`config.mk`:
```
export PLATFORM = sky130hd
export DESIGN_NAME = cart_map_decoder
export DESIGN_NICKNAME = d
export VERILOG_FILES = /design/src/rtl/cart_map_pkg.sv /design/src/rtl/cart_sel_terms.sv /design/src/rtl/cart_addr_remap.sv /design/src/rtl/cart_sel_drive.sv /design/src/rtl/cart_map_decoder.sv
export SDC_FILE = /design/constraint.sdc
export NUM_CORES = 1
export LEC_CHECK = 0
export BUFFER_PORTS_ARGS = -buffer_cell sky130_fd_sc_hd__buf_4
export CELL_PAD_IN_SITES_DETAIL_PLACEMENT = 1
export CELL_PAD_IN_SITES_GLOBAL_PLACEMENT = 2
export CORE_MARGIN = 2
export CORE_UTILIZATION = 10
export DETAILED_ROUTE_END_ITERATION = 10
export GPL_TIMING_DRIVEN = 0
export PLACE_DENSITY_LB_ADDON = 0.1
export SETUP_SLACK_MARGIN = 0.1
export SLEW_MARGIN = 15
export SYNTH_ARGS = -nofsm -noshare
export SYNTH_HDL_FRONTEND = slang
export SYNTH_SLANG_ARGS = --single-unit
```
`constraint.sdc`:
```
create_clock -name vclk -period 0.92
set_clock_uncertainty 0.2 [all_clocks]
set_input_delay 0.046 -clock vclk [all_inputs]
set_output_delay 0.046 -clock vclk [all_outputs]
set_load 0.05 [all_outputs]
```
`src/rtl/cart_map_pkg.sv`:
```
// Package: types shared by the cartridge map decoder.
// Assumes the decode code is packed with G as the most significant bit.
package cart_map_pkg;

    // Address layout selection.
    typedef enum logic {
        MAP_LOW  = 1'b0,
        MAP_HIGH = 1'b1
    } map_mode_e;

    // Decode code, G down to A.
    typedef struct packed {
        logic g;
        logic f;
        logic e;
        logic d;
        logic c;
        logic b;
        logic a;
    } dec_bits_t;

    // Raw product-term results, active high, before any gating.
    typedef struct packed {
        logic rom_all;
        logic rom_hi;
        logic rom_lo;
        logic aux;
        logic ram;
    } sel_terms_t;

    localparam int WINDOW_BITS = 15;

endpackage

```
`src/rtl/cart_sel_terms.sv`:
```
// Module: evaluates the fixed sum-of-products select equations.
// Assumes nothing beyond a stable decode code; purely combinational.
module cart_sel_terms
    import cart_map_pkg::*;
(
    input  dec_bits_t  dec,
    output sel_terms_t terms
);

    // Shared factor: A true, C false, and either G or B true.
    logic rom_base;

    // Purpose: form every product term from the decode bits.
    always_comb begin
        rom_base      = dec.a & ~dec.c & (dec.g | dec.b);
        terms.rom_all = rom_base;
        terms.rom_hi  = rom_base & dec.e;
        terms.rom_lo  = rom_base & ~dec.e;
        terms.aux     = (dec.g & dec.f & dec.e & ~dec.d & dec.c & dec.b & dec.a)
                      | (~dec.g & dec.f & dec.e & dec.d & ~dec.c & ~dec.b & dec.a);
        terms.ram     = (dec.g & dec.f & ~dec.e & ~dec.d & dec.c & dec.b & dec.a)
                      | (~dec.g & ~dec.f & dec.e & dec.d & ~dec.c & ~dec.b & dec.a);
    end

endmodule

```
`src/rtl/cart_addr_remap.sv`:
```
// Module: maps the CPU address onto ROM address pins per layout mode.
// Assumes the CPU address is one bit wider than the ROM address.
module cart_addr_remap
    import cart_map_pkg::*;
#(
    parameter int ROM_AW = 22
) (
    input  map_mode_e         mode,
    input  logic [ROM_AW:0]   cpu_addr,
    output logic [ROM_AW-1:0] rom_addr
);

    localparam int WIN = WINDOW_BITS;

    // Per-bit mux: window bits pass, bank bits pick shifted or straight.
    for (genvar i = 0; i < ROM_AW; i++) begin : g_bit
        if (i < WIN) begin : g_win
            assign rom_addr[i] = cpu_addr[i];
        end else begin : g_bank
            assign rom_addr[i] = (mode == MAP_LOW) ? cpu_addr[i+1] : cpu_addr[i];
        end
    end

endmodule

```
`src/rtl/cart_sel_drive.sv`:
```
// Module: converts raw terms into active-low pins and applies the
// reset and supply gating. Assumes rst_n and pwr_good are already clean levels.
module cart_sel_drive
    import cart_map_pkg::*;
(
    input  sel_terms_t terms,
    input  logic       rst_n,
    input  logic       pwr_good,
    output logic       rom_cs_n,
    output logic       rom_hi_cs_n,
    output logic       rom_lo_cs_n,
    output logic       aux_cs_n,
    output logic       ram_cs_n
);

    // Purpose: invert to active low; gate the save RAM, force aux on supply loss.
    always_comb begin
        rom_cs_n    = ~terms.rom_all;
        rom_hi_cs_n = ~terms.rom_hi;
        rom_lo_cs_n = ~terms.rom_lo;
        aux_cs_n    = ~(terms.aux | ~pwr_good);
        ram_cs_n    = ~(terms.ram & rst_n & pwr_good);
    end

endmodule

```
`src/rtl/cart_map_decoder.sv`:
```
// Module: top of the switchable cartridge memory-map decoder.
// Assumes static-level inputs; holds no registered state.
module cart_map_decoder
    import cart_map_pkg::*;
#(
    parameter int ROM_AW = 22
) (
    input  logic              rst_n,
    input  logic              pwr_good,
    input  logic              map_mode,
    input  logic [6:0]        dec_in,
    input  logic [ROM_AW:0]   cpu_addr,
    output logic [ROM_AW-1:0] rom_addr,
    output logic              rom_cs_n,
    output logic              rom_hi_cs_n,
    output logic              rom_lo_cs_n,
    output logic              aux_cs_n,
    output logic              ram_cs_n
);

    dec_bits_t  dec;
    sel_terms_t terms;
    map_mode_e  mode;

    assign dec  = dec_bits_t'(dec_in);
    assign mode = map_mode_e'(map_mode);

    cart_sel_terms u_terms (
        .dec   (dec),
        .terms (terms)
    );

    cart_sel_drive u_drive (
        .terms       (terms),
        .rst_n       (rst_n),
        .pwr_good    (pwr_good),
        .rom_cs_n    (rom_cs_n),
        .rom_hi_cs_n (rom_hi_cs_n),
        .rom_lo_cs_n (rom_lo_cs_n),
        .aux_cs_n    (aux_cs_n),
        .ram_cs_n    (ram_cs_n)
    );

    cart_addr_remap #(.ROM_AW(ROM_AW)) u_remap (
        .mode     (mode),
        .cpu_addr (cpu_addr),
        .rom_addr (rom_addr)
    );

    // Purpose: guard pin-level relations across the sub-blocks.
    always_comb begin

        ram_rst_block_chk: assert (rst_n || ram_cs_n)
            else $error("save RAM selected during reset");

        ram_pwr_block_chk: assert (pwr_good || ram_cs_n)
            else $error("save RAM selected on failing supply");

        aux_pwr_force_chk: assert (pwr_good || !aux_cs_n)
            else $error("aux select not forced on supply loss");

        rom_half_excl_chk: assert (rom_hi_cs_n || rom_lo_cs_n)
            else $error("both ROM halves selected");

        rom_half_cover_chk: assert ((rom_hi_cs_n && rom_lo_cs_n) || !rom_cs_n)
            else $error("ROM half selected without full-range select");

        addr_window_chk: assert (rom_addr[WINDOW_BITS-1:0] == cpu_addr[WINDOW_BITS-1:0])
            else $error("window bits not passed through");
    end

endmodule

```
# Word level (Yosys, flattened, before mapping)
# Cells that the tools add are included.
[op_classes]
muxes = 7
bitwise = 45
[op_table]
columns = ["operator", "n"]
rows = [
  ["1-bit bitwise AND", 29],
  ["1-bit NOT", 12],
  ["1-bit two-way mux", 7],
  ["1-bit bitwise OR", 4],
]
[totals]
ff_bits = 0
input_bits = 33
output_inout_bits = 27
word_cells = 52

# Depth between registers and ports, before layout
# Gate-level depths: netlist (run 1).
[depth]
ltp_word = 11
depth_mapped = 3
depth_no_buf = 3

# Modules after synthesis
# From an unflattened synthesis (run 1), not the netlist that was laid out.
[hier_totals]
hier_cells = 40
hier_area_um2 = 352.8
[modules_own_cells]
columns = ["mod", "instances", "cells_each", "area_per_inst_um2", "seq_area_each_um2"]
rows = [
  ["cart_addr_remap", 1, 23, 229.0, 0.0],
  ["cart_sel_terms", 1, 12, 93.8, 0.0],
  ["cart_sel_drive", 1, 5, 30.0, 0.0],
]

# Worst setup path after synthesis (run 1)
# No wires, ideal clock.
[synth_path]
kind = "input -> output"
startpoint = "input port dec_in[0]"
endpoint = "output port ram_cs_n"
t_arrival_ns = 1.164
required_ns = 0.674
path_slack_ns = -0.490
cell_stages = 3
n_path_buf = 0
cell_sequence = "nor4b_2 and4b_1 o211ai_1"
[synth_via]
elab_chain_len = 5
elab_cells_between_ends = 6
classes_between = "bitwise: 6"
[synth_lines]
columns = ["item", "line", "text"]
rows = [
  ["start, declared", "cart_map_decoder.sv:11", "input logic [6:0] dec_in,"],
  ["1-bit bitwise AND, on equally long branches", "cart_sel_terms.sv:21, cart_sel_terms.sv:22", ""],
  ["1-bit bitwise OR (*)", "cart_sel_terms.sv:22", "| (~dec.g & ~dec.f & dec.e & dec.d & ~dec.c & ~dec.b & dec.a);"],
  ["1-bit bitwise AND (*) (2 in series)", "cart_sel_drive.sv:22", "ram_cs_n = ~(terms.ram & rst_n & pwr_good);"],
  ["1-bit NOT (*)", "cart_sel_drive.sv:22", ""],
  ["end, declared", "cart_map_decoder.sv:18", "output logic ram_cs_n"],
]
# Mark *: on every way between the ends. The rest lies on a longest branch, timed or not.

# Worst setup path after layout (run 1)
[layout_path]
startpoint = "input port dec_in[3]"
endpoint = "output port ram_cs_n"
[layout_via]
elab_chain_len = 9
elab_cells_between_ends = 13
classes_between = "bitwise: 13"
[layout_lines]
columns = ["item", "line", "text"]
rows = [
  ["1-bit NOT", "cart_sel_terms.sv:21", "terms.ram = (dec.g & dec.f & ~dec.e & ~dec.d & dec.c & dec.b & dec.a)"],
  ["1-bit bitwise AND (4 in series)", "cart_sel_terms.sv:21", ""],
  ["1-bit bitwise OR (*)", "cart_sel_terms.sv:22", ""],
  ["1-bit bitwise AND (*) (2 in series)", "cart_sel_drive.sv:22", ""],
  ["1-bit NOT (*)", "cart_sel_drive.sv:22", ""],
]
# Marks and branches as above.

==> results of run 1 <==
-- metrics by stage --
stage | area [µm²] | setup slack [ns] | power, mW | std cells
6_report | 865 | -0.290 | 0.635 | 115
5_1_grt | 865 | -0.340 | 0.663 | 115
4_1_cts | 850 | -0.282 | 0.632 | 115
3_5_place_dp | 721 | -0.289 | 0.554 | 112
3_3_place_gp | 721 | -0.312 | 0.552 | 112
2_1_floorplan | 352 | -0.430 | 0.375 | 37
-- final cells by class --
| class | instances | area share |
|---|---|---|
| Inverter | 2 | 0.00868 |
| Multi-Input combinational cell | 19 | 0.272 |
| Buffer | 16 | 0.153 |
| Tap cell | 31 | 0.0449 |
| Timing Repair Buffer | 47 | 0.521 |
-- per-layer routing --
metal | up-vias | wire length, µm | GRT usage
met2 | 43 | 547 | 0.123
met4 | 0 | 0 | 0
met1 | 191 | 445 | 0.0863
li1 | 211 | - | -
met3 | 0 | 267 | 0.0379
met5 | - | 0 | 0
-- where the power goes --
part           total (mW)  switching, mW  internal [mW]  leakage (nW)
logic               0.635          0.344          0.291         0.446
registers               0              0              0             0
clock network           0              0              0             0
-- repair_timing --
item,CTS,global route
resized for setup,28,5
pin swaps,5,5
setup buffers,3,1
hold endpoints to repair,0,0
endpoints found under the setup margin,12,12
gates cloned,0,0
-- cells in the final DEF (no fill, tap or decap), drive strengths merged, types with 2 or more instances in the layout --
cell / synthesis / layout
buf: 16 / 63
mux2: 7 / 7
inv: 2 / 2
nand2: 3 / 3
-- worst min path at each step --
stage / start / to / slack [ns] / depth (start not counted)
global placement: cpu_addr[1] / rom_addr[1] / 0.15 / 2
floorplan: dec_in[4] / rom_hi_cs_n / 0.05 / 1
global route: cpu_addr[14] / rom_addr[14] / 0.15 / 2
finish: cpu_addr[12] / rom_addr[12] / 0.15 / 2
detailed placement: cpu_addr[12] / rom_addr[12] / 0.15 / 2
CTS: cpu_addr[12] / rom_addr[12] / 0.15 / 2
-- logic make-up after synthesis --
group	count (synthesis)	share of synthesized area
muxes	7	0.273
and+or+nand+nor	10	0.234
AOI/OAI and AO/OA	2	0.0606
buffers and inverters	18	0.433
==> flow_summary.json, run 1 <==
{
  "design.seq.count": 0,
  "synth.net_count": 70,
  "crit_fanout": 3,
  "violations": "negative setup slack",
  "hold_class": "in -> out",
  "leakage_nw": 0.446,
  "cpMostUsedCell": "buf_4",
  "slowest_stage": "nor3_1",
  "synth_top_area_frac": 0.390,
  "drt_wl_total_mm": 1.26,
  "critPathKind": "in -> out",
  "n_fill_cell": 322,
  "cpPeakStageDelay_ns": 0.26,
  "antenna_found_initial": 0,
  "post-route-period-util": 1.32,
  "fin_ws_ns": -0.290,
  "dieArea_um2": 3340,
  "yosys.area.top_type": "buf_4",
  "crit_start": "dec_in[3]",
  "critPathCapture": "ram_cs_n",
  "chipHeight_um": 57.8,
  "critPathBufInv": 2,
  "grt_overflow": 0,
  "drive_above_1_share": 0.929,
  "antenna_left": 0,
  "synthToLayoutAreaGrowth_pct": 199,
  "status": "finished, violations left",
  "vias": 445,
  "synth.top_cells.by_area": "buf_4 (39%), mux2_2 (27%), nor4b_2 (5.2%)",
  "antenna_cells": 0,
  "multi_input_area_um2": 235,
  "firstDrtPassIters": 2,
  "place_congestion": 0.638,
  "rows": 19,
  "cp.depth": 5,
  "endpoint_kind": "output pin",
  "grt_pass1_wl_mm": 2.01,
  "irDropWorstVdd_v": 0.000406,
  "setup_tns_ns": -0.758,
  "initial_utilization": 0.105,
  "grt_use_total": 0.0724,
  "seq_area_frac_synth": 0,
  "yosysUniqueCellTypes": 14,
  "ios": 60,
  "max_slew_margin": 0.842,
  "grt_max_degree": 8,
  "grt_setup_unrepaired": "yes",
  "synth_most_common_cell": "buf_4",
  "worst_pin_slew_ns": 0.236,
  "max_cap_viol_count": 0,
  "grt_pass1_vias": 497,
  "syn_area_per_cell_um2": 7.81,
  "io_buffers": 44,
  "finalSetupViolations": 5,
  "drt_iter0_markers": 5,
  "die_w_um": 57.8,
  "synth_cells": 37,
  "seq_area_um2": 0,
  "cts_hold_buf": 0,
  "yosysWarnings": 0,
  "max_freq_mhz": 827,
  "synthTopCellsByCount": "buf_4 (15), mux2_2 (7), nand2_1 (3), inv_1 (2)",
  "power.density_nw_per_um2": 734,
  "wl_per_cell_um": 11.0,
  "worstPathRequired_ns": 0.67,
  "timing.hold.ws_ns": 0.147,
  "viasPerCell": 3.87,
  "final_core_util": 0.314,
  "final.min_clock_period_ns": 1.21,
  "worstPathCellList": "buf_4, nand4b_1, nor3_1, o211ai_1, buf_4",
  "dp_hpwl_mm": 1.15,
  "start_kind": "primary input",
  "drc": 0,
  "clock_buffers": 0,
  "hold_viol": 0,
  "crit_arrival_ns": 0.96,
  "core_area_um2": 2760,
  "slew_violations": 0,
  "synth_area_um2": 289,
  "nets": 119,
  "cp_top_family": "simple AND/OR/NAND/NOR gates"
}
No activity file was read; power rests on OpenSTA's default activity.
==> run 2, diff against run 1 <==
--- a/config.mk
+++ b/config.mk
@@ -8,13 +8,14 @@
 export BUFFER_PORTS_ARGS = -buffer_cell sky130_fd_sc_hd__buf_4
 export CELL_PAD_IN_SITES_DETAIL_PLACEMENT = 1
 export CELL_PAD_IN_SITES_GLOBAL_PLACEMENT = 2
+export CORE_ASPECT_RATIO = 1.4
 export CORE_MARGIN = 2
 export CORE_UTILIZATION = 10
 export DETAILED_ROUTE_END_ITERATION = 10
 export GPL_TIMING_DRIVEN = 0
 export PLACE_DENSITY_LB_ADDON = 0.1
 export SETUP_SLACK_MARGIN = 0.1
-export SLEW_MARGIN = 15
+export SLEW_MARGIN = 30
 export SYNTH_ARGS = -nofsm -noshare
 export SYNTH_HDL_FRONTEND = slang
 export SYNTH_SLANG_ARGS = --single-unit
==> run 2 against run 1 <==
Net effect:
- the flow still finishes with violations (negative setup slack)
- global-route usage increased by 1.0 points
- die area increased by 0.18%
- worst hold slack about the same
- design area increased by 1.0%
- clock-buffer cell count unchanged
- largest power group unchanged
- first-iteration DRC count decreased by 40%
- fmax increased by 2.3%
- cell count increased by 6.1%
- largest cell class unchanged
- routed wire length increased by 13%
- via count decreased by 0.45%
- non-clock buffer count increased by 1
- highest routed layer unchanged
==> flow_summary.json, run 2 (synthesis results as in run 1) <==
{
  "clock_power_share": 0,
  "critPathKind": "in -> out",
  "max_cap_viol_count": 0,
  "grt_overflow": 0,
  "hold_viol": 0,
  "rows": 23,
  "switching_share": 0.543,
  "die_w_um": 49.4,
  "clock_buffers": 0,
  "place_congestion": 0.598,
  "p_comb_frac": 1.000,
  "drive_above_1_share": 0.918,
  "drt_iter0_markers": 3,
  "p_sw_mw": 0.346,
  "dp_hpwl_mm": 1.25,
  "ios": 60,
  "drc": 0,
  "final.min_clock_period_ns": 1.18,
  "n_fill_cell": 352,
  "crit_arrival_ns": 0.94,
  "grt_pass1_wl_mm": 2.21,
  "layout_common_cells": "buf_4 (48), buf_8 (10), mux2_4 (7)",
  "chipHeight_um": 67.6,
  "power.density_nw_per_um2": 729,
  "fin_ws_ns": -0.263,
  "viasPerCell": 3.63,
  "endpoint_kind": "output pin",
  "final_core_util": 0.310,
  "antenna_cells": 0,
  "max_slew_margin": 0.855,
  "grt_setup_unrepaired": "yes",
  "place_ws_ns": -0.314,
  "drt_wl_total_mm": 1.43,
  "synthToLayoutAreaGrowth_pct": 202,
  "dieArea_um2": 3340,
  "io_buffers": 44,
  "start_kind": "primary input",
  "grt_pass1_vias": 464,
  "intPower_mw": 0.291,
  "grt_use_total": 0.0826,
  "antenna_left": 0,
  "antenna_found_initial": 0,
  "hp-start": "cpu_addr[6]",
  "initial_utilization": 0.102,
  "irDropWorstVdd_v": 0.000310,
  "final_common_cell": "buf_4",
  "wl_per_cell_um": 11.7,
  "status": "finished, violations left",
  "pwr-share-seq": 0,
  "finalSetupViolations": 5,
  "slew_violations": 0,
  "max_freq_mhz": 845,
  "post-route-period-util": 1.29,
  "p_total_mw": 0.636,
  "seq_area_um2": 0,
  "vias": 443,
  "crit_fanout": 3,
  "design.seq.count": 0,
  "firstDrtPassIters": 2,
  "crit_start": "dec_in[6]",
  "violations": "negative setup slack",
  "worstPathRequired_ns": 0.67,
  "grt_max_degree": 8,
  "hold_class": "in -> out",
  "core_area_um2": 2820,
  "nets": 120,
  "leakage_nw": 0.449,
  "worst_pin_slew_ns": 0.217
}
[run 2: area by class of cell]
class	instances	area (µm²)	area share
Buffer	16	133	0.152
Inverter	2	7.51	0.00860
Tap cell	37	46.3	0.0530
Multi-Input combinational cell	19	233	0.266
Timing Repair Buffer	48	454	0.520
[run 2: worst max-delay path: stages]
cell and delay (ns):
buf_8 0.10, nor4b_4 0.28, and4b_1 0.23, o211ai_1 0.08
buf_4 0.20
[run 2: power by group through the flow]
stage / registers, mW / logic, mW / clock network (mW)
2_1_floorplan: 0 / 0.375 / 0
3_3_place_gp: 0 / 0.554 / 0
3_5_place_dp: 0 / 0.556 / 0
4_1_cts: 0 / 0.634 / 0
5_1_grt: 0 / 0.664 / 0
6_report: 0 / 0.636 / 0
[run 2: what timing repair did]
item | in CTS | in global routing
gates cloned | 0 | 0
hold endpoints to repair | 0 | 0
gates resized for setup | 28 | 2
hold buffers | 0 | 0
setup buffers | 3 | 1
pin swaps | 7 | 4
endpoints found under the setup margin | 12 | 12
[run 2: metrics by stage]
| step | cell area [µm²] | setup TNS [ns] | std cells | hold slack, ns |
|---|---|---|---|---|
| 5_1_grt | 873 | -0.971 | 122 | 0.151 |
| 2_1_floorplan | 352 | -0.430 | 37 | 0.0521 |
| 4_1_cts | 857 | -0.815 | 121 | 0.148 |
| 6_report | 873 | -0.739 | 122 | 0.147 |
| 3_3_place_gp | 728 | -0.904 | 118 | 0.147 |
| 3_5_place_dp | 728 | -0.937 | 118 | 0.148 |
[run 2: path summary, 6_finish.rpt]
path	end	slack [ns]	cells past startpoint
setup / recovery	ram_cs_n	-0.26	5
hold / removal	rom_addr[6]	0.15	2
[run 2: layer usage]
layer / global-route usage / vias to the layer above / routed length (µm)
met5: 0 / - / 0
met4: 0 / 0 / 0
met3: 0.0221 / 0 / 127
met2: 0.176 / 26 / 861
met1: 0.0840 / 203 / 439
li1: - / 214 / -
==> run 3, diff against run 2 <==
--- a/config.mk
+++ b/config.mk
@@ -14,6 +14,7 @@
 export DETAILED_ROUTE_END_ITERATION = 10
 export GPL_TIMING_DRIVEN = 0
 export PLACE_DENSITY_LB_ADDON = 0.1
+export REMOVE_ABC_BUFFERS = 1
 export SETUP_SLACK_MARGIN = 0.1
 export SLEW_MARGIN = 30
 export SYNTH_ARGS = -nofsm -noshare
==> run 3 against run 2 <==
Net effect:
- non-clock buffer count decreased by 33
- critical path depth did not move
- via count down 24%
- fmax grew 1.9%
- largest power group unchanged
- clock-buffer cell count is the same
- core utilization is 10 points lower
- the flow finishes with violations (negative hold slack, negative setup slack)
- design area decreased by 33%
- first-iteration DRC count is 33% lower
==> flow_summary.json, run 3 (synthesis results as in run 1) <==
{
  "io_buffers": 30,
  "wl_per_cell_um": 14.6,
  "power.density_nw_per_um2": 649,
  "max_cap_viol_count": 0,
  "worstPathRequired_ns": 0.67,
  "grt_pass1_vias": 346,
  "hold_path_end": "rom_addr[0]",
  "grt_setup_unrepaired": "yes",
  "antenna_left": 0,
  "crit_arrival_ns": 0.91,
  "n_fill_cell": 352,
  "nets": 87,
  "endpoint_kind": "output pin",
  "place_ws_ns": -0.319,
  "drc": 0,
  "final.min_clock_period_ns": 1.16,
  "post-route-period-util": 1.26,
  "crit_fanout": 3,
  "seq_area_um2": 0,
  "dieArea_um2": 3340,
  "drt_wl_total_mm": 1.30,
  "violations": "negative hold slack, negative setup slack",
  "clock_buffers": 0,
  "final_common_cell": "buf_4",
  "critPathKind": "in -> out",
  "rows": 23,
  "viasPerCell": 3.79,
  "layout_common_cells": "buf_4 (15), buf_8 (8), mux2_4 (7), buf_6 (7), nand2_1 (3)",
  "place_congestion": 0.608,
  "core_area_um2": 2820,
  "irDropWorstVdd_v": 0.000166,
  "max_slew_margin": 0.847,
  "multi_input_area_um2": 204,
  "hold_depth": 0,
  "finalSetupViolations": 3,
  "start_kind": "primary input",
  "cp_top_family": "simple AND/OR/NAND/NOR gates",
  "vias": 337,
  "cpPeakStageDelay_ns": 0.27,
  "max_freq_mhz": 861,
  "setup_tns_ns": -0.413,
  "critPathBufInv": 2,
  "firstDrtPassIters": 2,
  "chipHeight_um": 67.6,
  "ios": 60,
  "hold_class": "in -> out",
  "initial_utilization": 0.102,
  "grt_pass1_wl_mm": 1.96,
  "die_w_um": 49.4,
  "slowest_stage": "nor4b_4",
  "dp_hpwl_mm": 1.07,
  "grt_max_degree": 8,
  "drt_iter0_markers": 2,
  "synthToLayoutAreaGrowth_pct": 104,
  "worstPathCellList": "buf_8, nor4b_4, and4b_1, o211ai_1, buf_4",
  "worst_pin_slew_ns": 0.229,
  "grt_overflow": 0,
  "hold_viol": 15,
  "hp-start": "cpu_addr[0]",
  "antenna_cells": 0,
  "timing.hold.ws_ns": -0.108,
  "design.seq.count": 0,
  "fin_ws_ns": -0.241,
  "slew_violations": 0,
  "grt_use_total": 0.0747,
  "drive_above_1_share": 0.769,
  "crit_start": "dec_in[1]",
  "antenna_found_initial": 0,
  "status": "finished, violations left",
  "leakage_nw": 0.275
}
==> run 3: worst max path at each step <==
stage / end / slack [ns] / cells after the start
2_1_floorplan: ram_cs_n / -0.49 / 3
3_3_place_gp: ram_cs_n / -0.34 / 5
3_5_place_dp: ram_cs_n / -0.32 / 5
4_1_cts: ram_cs_n / -0.25 / 5
5_1_grt: ram_cs_n / -0.31 / 5
6_report: ram_cs_n / -0.24 / 5
==> run 3: cell type report <==
type,count,area share
repair buffers,31,0.563
well taps,37,0.0786
multi-input cells,19,0.346
inverters,2,0.0127
==> run 3: stage by stage <==
stage                     hold slack, ns  instances  instance area (µm²)  utilization  total power, mW
after global placement            -0.107         88                  443        0.157            0.297
final                             -0.108         89                  589        0.209            0.382
after CTS                         -0.107         88                  582        0.206            0.381
after global routing              -0.108         89                  589        0.209            0.399
after detailed placement          -0.107         88                  443        0.157            0.295
after floorplan                   -0.108         21                  171            -            0.162
==> run 3: where the power goes <==
part | internal (mW) | total [mW] | switching, mW
Combinational | 0.192 | 0.382 | 0.191
Sequential | 0 | 0 | 0
Clock | 0 | 0 | 0
==> run 3: metal layers <==
layer | wire [µm] | track usage
met5 | 0 | 0
met4 | 0 | 0
met3 | 294 | 0.0686
met2 | 546 | 0.106
met1 | 454 | 0.0879
==> run 3: repair_timing <==
item / 4_1_cts / 5_1_grt
gates resized for setup: 35 / 0
setup endpoints to repair: 12 / 12
setup buffers: 0 / 1
hold endpoints to repair: 15 / 15
pin swaps: 7 / 5
